===== src/rtl/vca_pkg.sv =====
package vca_pkg;
  localparam int LANES  = 4;
  localparam int LANE_W = 32;
  localparam int BYTE_W = 8;
  localparam int FLG_N  = 3;
  localparam int FLG_Z  = 2;
  localparam int FLG_C  = 1;
  localparam int FLG_V  = 0;
  typedef logic [3:0] nzcv_t;
endpackage


===== src/rtl/vca_carry_seed.sv =====
module vca_carry_seed (
  input  logic          sub,
  input  logic          fixed_carry,
  input  logic          skip_first,
  input  vca_pkg::nzcv_t flags,
  output logic          seed,
  output logic          forced_update
);
  logic use_const;
  always_comb begin
    use_const     = fixed_carry && !skip_first;
    seed          = use_const ? sub : flags[vca_pkg::FLG_C];
    forced_update = use_const;
  end
endmodule


===== src/rtl/vca_lane.sv =====
module vca_lane #(
  parameter int W  = 32,
  parameter int BW = 8,
  localparam int NB = W / BW
) (
  input  logic          cin,
  input  logic          sub,
  input  logic [W-1:0]  a,
  input  logic [W-1:0]  b,
  input  logic [W-1:0]  old,
  input  logic [NB-1:0] bmask,
  output logic          active,
  output logic          cout,
  output logic [W-1:0]  res
);
  logic [W:0] sum;
  always_comb begin
    sum    = {1'b0, a} + {1'b0, b ^ {W{sub}}} + {{W{1'b0}}, cin};
    active = bmask[0];
    cout   = active ? sum[W] : cin;
  end

  for (genvar j = 0; j < NB; j++) begin : g_byte
    assign res[j*BW +: BW] = bmask[j] ? sum[j*BW +: BW] : old[j*BW +: BW];
  end
endmodule


===== src/rtl/vca_out_stage.sv =====
module vca_out_stage #(
  parameter int DW = 128
) (
  input  logic          clk,
  input  logic          rst_n,
  input  logic          in_valid,
  output logic          in_ready,
  input  logic [DW-1:0] d_in,
  input  vca_pkg::nzcv_t f_in,
  output logic          out_valid,
  input  logic          out_ready,
  output logic [DW-1:0] d_out,
  output vca_pkg::nzcv_t f_out
);
  logic load;
  assign in_ready = !out_valid || out_ready;
  assign load     = in_valid && in_ready;

  always_ff @(posedge clk) begin
    if (!rst_n)         out_valid <= 1'b0;
    else if (load)      out_valid <= 1'b1;
    else if (out_ready) out_valid <= 1'b0;
  end

  always_ff @(posedge clk) begin
    if (load) begin
      d_out <= d_in;
      f_out <= f_in;
    end
  end
endmodule


===== src/rtl/vec_carry_adder.sv =====
module vec_carry_adder #(
  parameter int LANES  = vca_pkg::LANES,
  parameter int LANE_W = vca_pkg::LANE_W,
  parameter int BYTE_W = vca_pkg::BYTE_W,
  localparam int BPL   = LANE_W / BYTE_W,
  localparam int VEC_W = LANES * LANE_W,
  localparam int MSK_W = LANES * BPL
) (
  input  logic             clk,
  input  logic             rst_n,
  input  logic             in_valid,
  output logic             in_ready,
  input  logic             in_sub,
  input  logic             in_fixed_carry,
  input  logic             in_skip_first,
  input  logic [MSK_W-1:0] in_pred,
  input  logic [VEC_W-1:0] in_opa,
  input  logic [VEC_W-1:0] in_opb,
  input  logic [VEC_W-1:0] in_dest_old,
  input  logic [3:0]       in_flags,
  output logic             out_valid,
  input  logic             out_ready,
  output logic [VEC_W-1:0] out_dest,
  output logic [3:0]       out_flags
);
  logic [LANES:0]   chain;
  logic [LANES-1:0] lane_act;
  logic [VEC_W-1:0] merged;
  logic             forced_upd;
  vca_pkg::nzcv_t   next_flags;

  vca_carry_seed u_seed (
    .sub          (in_sub),
    .fixed_carry  (in_fixed_carry),
    .skip_first   (in_skip_first),
    .flags        (in_flags),
    .seed         (chain[0]),
    .forced_update(forced_upd)
  );

  for (genvar i = 0; i < LANES; i++) begin : g_lane
    vca_lane #(.W(LANE_W), .BW(BYTE_W)) u_lane (
      .cin   (chain[i]),
      .sub   (in_sub),
      .a     (in_opa[i*LANE_W +: LANE_W]),
      .b     (in_opb[i*LANE_W +: LANE_W]),
      .old   (in_dest_old[i*LANE_W +: LANE_W]),
      .bmask (in_pred[i*BPL +: BPL]),
      .active(lane_act[i]),
      .cout  (chain[i+1]),
      .res   (merged[i*LANE_W +: LANE_W])
    );
  end

  always_comb begin
    if (forced_upd || (|lane_act)) begin
      next_flags = '0;
      next_flags[vca_pkg::FLG_C] = chain[LANES];
    end else begin
      next_flags = in_flags;
    end
  end

  vca_out_stage #(.DW(VEC_W)) u_out (
    .clk      (clk),
    .rst_n    (rst_n),
    .in_valid (in_valid),
    .in_ready (in_ready),
    .d_in     (merged),
    .f_in     (next_flags),
    .out_valid(out_valid),
    .out_ready(out_ready),
    .d_out    (out_dest),
    .f_out    (out_flags)
  );
endmodule


===== config.mk =====
export PLATFORM = sky130hd
export DESIGN_NAME = vec_carry_adder
export DESIGN_NICKNAME = d
export VERILOG_FILES = /design/src/rtl/vca_pkg.sv /design/src/rtl/vca_carry_seed.sv /design/src/rtl/vca_lane.sv /design/src/rtl/vca_out_stage.sv /design/src/rtl/vec_carry_adder.sv
export SDC_FILE = /design/constraint.sdc
export NUM_CORES = 1
export LEC_CHECK = 0
export BUFFER_PORTS_ARGS = -buffer_cell sky130_fd_sc_hd__buf_2
export CAP_MARGIN = 20
export CORE_AREA = 3 3 210 212
export CTS_BUF_LIST = sky130_fd_sc_hd__clkbuf_8
export CTS_CLUSTER_DIAMETER = 40
export DETAILED_ROUTE_END_ITERATION = 7
export DIE_AREA = 0 0 213 215
export PLACE_DENSITY_LB_ADDON = 0.08
export SKIP_CTS_REPAIR_TIMING = 1
export SKIP_LAST_GASP = 1
export SLEW_MARGIN = 30
export SYNTH_ARGS = -nofsm -noshare
export SYNTH_HDL_FRONTEND = slang
export SYNTH_SLANG_ARGS = --single-unit

===== constraint.sdc =====
create_clock -name clk -period 13.98 [get_ports clk]
set_input_delay 0 -clock clk [delete_from_list [all_inputs] [get_ports clk]]
set_output_delay 0 -clock clk [all_outputs]
set_load 0.02 [all_outputs]

==> results of run 1 <==
sequential cells by signal, summed over array words and instances, names as in the netlist:
signal,flops
u_out.f_out,4
u_out.out_valid,1
u_out.d_out,128
how the worst max path moves through the flow:
stage / slack [ns] / endpoint / cells past startpoint
6_report: 2.19 / u_out.d_out[112] / 47
3_5_place_dp: 1.88 / u_out.f_out[1] / 46
2_1_floorplan: 3.44 / u_out.f_out[1] / 47
5_1_grt: 1.18 / u_out.d_out[112] / 47
3_3_place_gp: 2.13 / u_out.d_out[124] / 46
4_1_cts: 2.49 / u_out.d_out[124] / 46
logic make-up after synthesis:
| kind of cell | count (synthesis) |
|---|---|
| flops | 133 |
| simple gates | 284 |
| mux | 92 |
| xor+xnor | 224 |
| buf+inv | 91 |
| compound gates | 399 |
| fa+ha+maj | 132 |
stage by stage:
step                utilization [%]  total power [mW]  worst slack (ns)
floorplan                         -              1.09              3.44
global route                   46.3              1.94              1.18
finish                         46.3              1.81              2.19
global placement               39.1              1.34              2.13
CTS                            40.0              1.70              2.49
detailed placement             39.2              1.34              1.88
Yosys cell counts (all sizes together) (21+ instances only):
master and count:
inv 53, nor2b 21, xor2 153, xnor2 71, o21bai 25, a21oi 113, a21o 50, mux2 86
o21ai 58, nor2 66, nand3 25, nand2 59, edfxtp 132, ha 124
per-layer routing:
layer	up-vias	share of wire, %	track usage, %
li1	6668	-	-
met1	6365	40	25.1
met2	437	49	35.8
met3	83	7.9	7.92
met4	32	2.0	6.96
met5	-	0.41	0
report_power, final:
part | total, mW | internal (mW) | switching, mW
combinational | 0.943 | 0.461 | 0.482
sequential | 0.523 | 0.510 | 0.0131
clock | 0.348 | 0.155 | 0.192
final cells by class:
| class | instances | area (um^2) |
|---|---|---|
| flip-flops and latches | 133 | 3980 |
| clock inverters | 15 | 140 |
| inverters | 53 | 199 |
| fillers | 4166 | 22600 |
| diodes | 9 | 22.5 |
| multi-input cells | 1131 | 8880 |
| repair buffers | 809 | 5380 |
| well taps | 539 | 674 |
| clock buffers | 17 | 234 |
critical path: cells and delay by family:
family          cells  cell delay [ns]
xor+xnor            2             0.35
fa+ha+maj           8             2.99
simple gates        4             0.57
buf+inv             6             1.36
mux                 1             0.27
compound gates     26             6.54
==> impl_metrics.yaml, run 1 <==
clock_tree:
  clk_transition_reported_paths_ns: 0.11
  cts_num_sinks: 133
  numCtsBuffers: 17
  cts_tree: "built"
  cts.htree.levels: 4
  root_buffer: "clkbuf_8"
  clk_latency_ns: 0.57
  clk_path_buf_depth: 2
detailed_routing:
  routed_wirelength_mm: 52.1
  drtIter0Drc: 665
  wl_per_cell_um: 19.2
  num_vias: 13600
  route.detailed.drc: 0
  first_pass_iters: 7
  routed_via_density: 5.02
  ant_nets: 0
logic_synthesis:
  synth_top_area_cell: "edfxtp_1"
  synth_cell_types: 80
  yosys.area_share.adder_pct: 13.0
  ys_ff_latch: 133
  async_reset_ff_share_pct: 0
  synth_nets: 1898
  muxShareOfSynthArea_pct: 7.79
  synth_edf_count: 132
  syn_inst: 1355
  synth_simple_gate_area_share_pct: 11.1
  synth_warnings: 0
  ys.flop_type: "edfxtp_1"
  synth.top_cell.area_share_pct: 30.0
  synth_compound_area_share_pct: 20.5
  synth_area_um2: 13200
  synth_area_leaders: "edfxtp_1 30%, ha_1 12%, xor2_1 10%"
  post_synth.cell_area_avg_um2: 9.75
  ys_seq_area_share_pct: 30.2
  synth_xor_area_share_pct: 14.9
  synth_top_family_by_area: "compound AO/OA/AOI/OAI gates"
outcome:
  status: "finished clean"
worst_setup_path:
  critical_path.most_common_cell: "fa_1"
  worstSetupStartpoint: "in_sub"
  r2r_slack_ns: 11.53
  cp.arrival_ns: 12.12
  cpPeakStageDelay_ns: 0.59
  reg2reg_to: "u_out.d_out[77]"
  worst_setup_path_end_kind: "register"
  critPathKind: "in -> reg"
  crit-reg2reg-launch: "u_out.out_valid"
  cp.required_ns: 14.32
  r2r_cells: 4
  worst_path_max_delay_cell: "a221oi_1"
  cp-start-kind: "primary input"
  cp_max_fo: 56
place:
  portBuffers: 544
  post_dp_cell_area_um2: 16500
  dp_hpwl_mm: 41.4
  place_inst: 2404
  place_congestion: 0.899
die:
  core_um2: 42100
  die_y_um: 215
  io_pins: 545
  start_util_pct: 31.3
  row_count: 75
  die-area_um2: 45800
  die_x_um: 213
timing:
  hold_viol: 0
  fin_skew_ns: 0.0209
  clock.fmax_mhz: 84.8
  holdWs_ns: 0.0359
  period_share_pct: 84.3
  worstMarginPinSlew_ns: 0.835
  slew_headroom_pct: 44.3
  timing.final.crit_period_ns: 11.79
  slew_viol_final: 0
  rsz0062_at_grt: "false"
  tns_ns: 0
  finalSetupViolCount: 0
grt:
  grt_max_degree: 80
  antenna_found_initial: 24
  grt_pass1_wl_mm: 74.2
  grt_pass1_vias: 12900
  grt_use_total_pct: 21.3
  overflow: 0
power:
  leakagePower_nw: 8.88
  power_density_nw_per_um2: 93.0
  peakVddDrop_mv: 0.0687
finish:
  drive_above_1_share_pct: 32.2
  instances_no_fill: 2706
  final_nets: 2688
  final_common_cell: "buf_2"
  layout_common_cells: "543 x buf_2, 261 x dlygate4sd3_1, 153 x xor2_1"
  final_area_um2: 19500
  area_delta_synth_final_pct: 47.7
hold_path:
  hold_path.class: "in -> reg"
  worstHoldStart: "in_pred[15]"
  whs_path_depth: 3
  min_to: "u_out.d_out[126]"
run:
  drv_cap: 0
(Power assumes the default switching activity.)
==> run 2: changes to the inputs <==
- ABC_AREA: not set -> 1
- clock period: 13.98 -> 11 ns (I/O delays scaled with it)
==> impl_metrics.yaml, run 2 <==
outcome:
  status: "finished clean"
worst_setup_path:
  r2r_cells: 3
  cp_max_fo: 50
  worst_path_max_delay_cell: "dlygate4sd3_1"
  critical_path.most_common_cell: "nand2_1"
  cp.required_ns: 11.31
  cp-start-kind: "primary input"
  r2r_slack_ns: 8.66
  worst_setup_path_end_kind: "register"
  cpPeakStageDelay_ns: 0.55
  critical-path-top-delay-family: "simple AND/OR/NAND/NOR gates"
  worst-path-stages: 56
  path_buf_inv: 8
  cp.arrival_ns: 7.75
  critPathKind: "in -> reg"
finish:
  regMostFlops: "u_out.d_out"
  largest_register_ffs: 128
  final.fill_count: 4314
  final_common_cell: "nand2_1"
  post-route-util_pct: 49.8
  instances_no_fill: 3509
  top_regs: "u_out.d_out: 128 flops, u_out.f_out: 4 flops, u_out.out_valid: 1 flops"
  area_delta_synth_final_pct: 41.4
  drive_above_1_share_pct: 20.6
  final_nets: 3489
  layout_common_cells: "657 x nand2_1, 543 x buf_2, 246 x dlygate4sd3_1"
clock_tree:
  cts.htree.levels: 4
  clk_transition_reported_paths_ns: 0.08
  cts_tree: "built"
  cts_num_sinks: 133
  root_buffer: "clkbuf_8"
  clk_latency_ns: 0.58
  clk_path_buf_depth: 2
  numCtsBuffers: 17
power:
  clockPowerShare_pct: 18.1
  intPower_mw: 1.29
  p_seq_share_pct: 28.7
  power_frac_comb_pct: 53.2
  peakVddDrop_mv: 0.0885
  leakagePower_nw: 10.6
  power_density_nw_per_um2: 109
  total_power_mw: 2.28
  p_sw_share_pct: 43.3
  p_sw_mw: 0.987
grt:
  met3_usage_pct: 6.93
  grt_pass1_wl_mm: 92.2
  grt_use_met2_pct: 44.6
  grt_use_total_pct: 26.4
  busiest_layer: "met2"
  grt_pass1_vias: 16500
  grt_max_degree: 80
  use_met1_pct: 32.3
  antenna_found_initial: 18
  overflow: 0
hold_path:
  whs_path_depth: 4
  hold_path.class: "in -> reg"
logic_synthesis:
  synth_warnings: 0
  ys.flop_type: "edfxtp_1"
  synth_edf_count: 132
  ys_ff_latch: 133
  synth.top_cell.area_share_pct: 26.7
  post_synth.cell_area_avg_um2: 6.85
  synth_cell_types: 44
  yosysMostFrequentCell: "nand2_1"
  syn_inst: 2165
  synth_nets: 2708
  synth_area_um2: 14800
  synth_area_leaders: "edfxtp_1 27%, nand2_1 17%, ha_1 10%"
  ys_seq_area_share_pct: 26.9
  synth_commonest_cells: "657 x nand2_1, 242 x inv_1, 192 x nor2_1"
  synth_top_area_cell: "edfxtp_1"
  async_reset_ff_share_pct: 0
detailed_routing:
  wl_per_cell_um: 18.2
  num_vias: 17500
  ant_nets: 0
  drtIter0Drc: 960
  first_pass_iters: 7
  routed_via_density: 4.98
  routed_wirelength_mm: 64.0
  route.detailed.drc: 0
die:
  core_um2: 42100
  row_count: 75
  io_pins: 545
  die-area_um2: 45800
  die_y_um: 215
  die_x_um: 213
  start_util_pct: 35.2
timing:
  slew_headroom_pct: 44.7
  clock.fmax_mhz: 134
  worstMarginPinSlew_ns: 0.829
  finalSetupViolCount: 0
  rsz0062_at_grt: "false"
  period_share_pct: 67.6
  hold_viol: 0
  fin_skew_ns: 0.0147
  timing.final.crit_period_ns: 7.44
  tns_ns: 0
  slew_viol_final: 0
run:
  drv_cap: 0
place:
  place_congestion: 0.961
  portBuffers: 544
  place_inst: 3220
  dp_hpwl_mm: 52.4
==> run 2: changes by cell type after synthesis, sizes merged, moves of 17 or more <==
cell	previous run	this run
nand2	59	665
inv	53	245
nor2	66	201
nand3	25	157
mux2	86	0
o21ai	58	106
xnor2	71	33
a21o	50	23
a21oi	113	136
nor2b	21	0
xor2	153	132
a211oi	19	1
nand2b	17	0
nand4	6	23
==> run 2: power by group through the flow <==
stage	Clock [mW]	Sequential, mW	Combinational (mW)
floorplan	0	0.738	0.646
global placement	0	0.664	1.08
detailed placement	0	0.665	1.08
CTS	0.434	0.654	1.09
global route	0.447	0.658	1.34
finish	0.414	0.653	1.21
==> run 2: per-stage QoR <==
stage / hold WS [ns] / setup slack, ns / instance area, um^2
6_report: 0.00108 / 3.56 / 21000
5_1_grt: 0.00738 / 2.56 / 21000
4_1_cts: -0.391 / 3.97 / 18500
3_5_place_dp: 0.268 / 3.32 / 18100
3_3_place_gp: 0.261 / 3.56 / 18100
2_1_floorplan: 0.154 / 3.55 / 14800
==> run 2: area by class of cell <==
cell class / count / area [um^2] / share of cell area (%)
tap: 539 / 674 / 3.22
antenna: 12 / 30.0 / 0.143
sequential: 133 / 3980 / 19.0
inverter: 248 / 931 / 4.44
clock buffer: 17 / 234 / 1.12
timing repair buffer: 794 / 5230 / 24.9
multi-input combinational: 1752 / 9780 / 46.6
clock inverter: 14 / 114 / 0.543
==> run 2: layer usage <==
metal  share of wire, %  vias up
met5               0.15        -
met4                2.7       14
met3                6.9      100
met2                 48      619
met1                 42     7993
li1                   -     8732
==> run 2: worst paths after layout <==
kind,from,to
max,in_sub,u_out.d_out[122]
min reg2reg,u_out.out_valid,u_out.d_out[96]
max reg2reg,u_out.out_valid,u_out.d_out[27]
min,in_pred[13],u_out.d_out[107]
==> run 2: logic make-up after synthesis <==
family / after synthesis / synth area share [%]
simple gates: 1123 / 31.8
compound gates: 332 / 12.8
buf+inv: 280 / 7.27
xor+xnor: 165 / 9.74
flops: 133 / 26.9
fa+ha+maj: 132 / 11.5
==> run 2: tightest hold or removal path, cell delays in order <==
cell	delay [ns]
buf_2	0.16
clkinv_1	0.18
nand2_1	0.06
o21ai_0	0.06
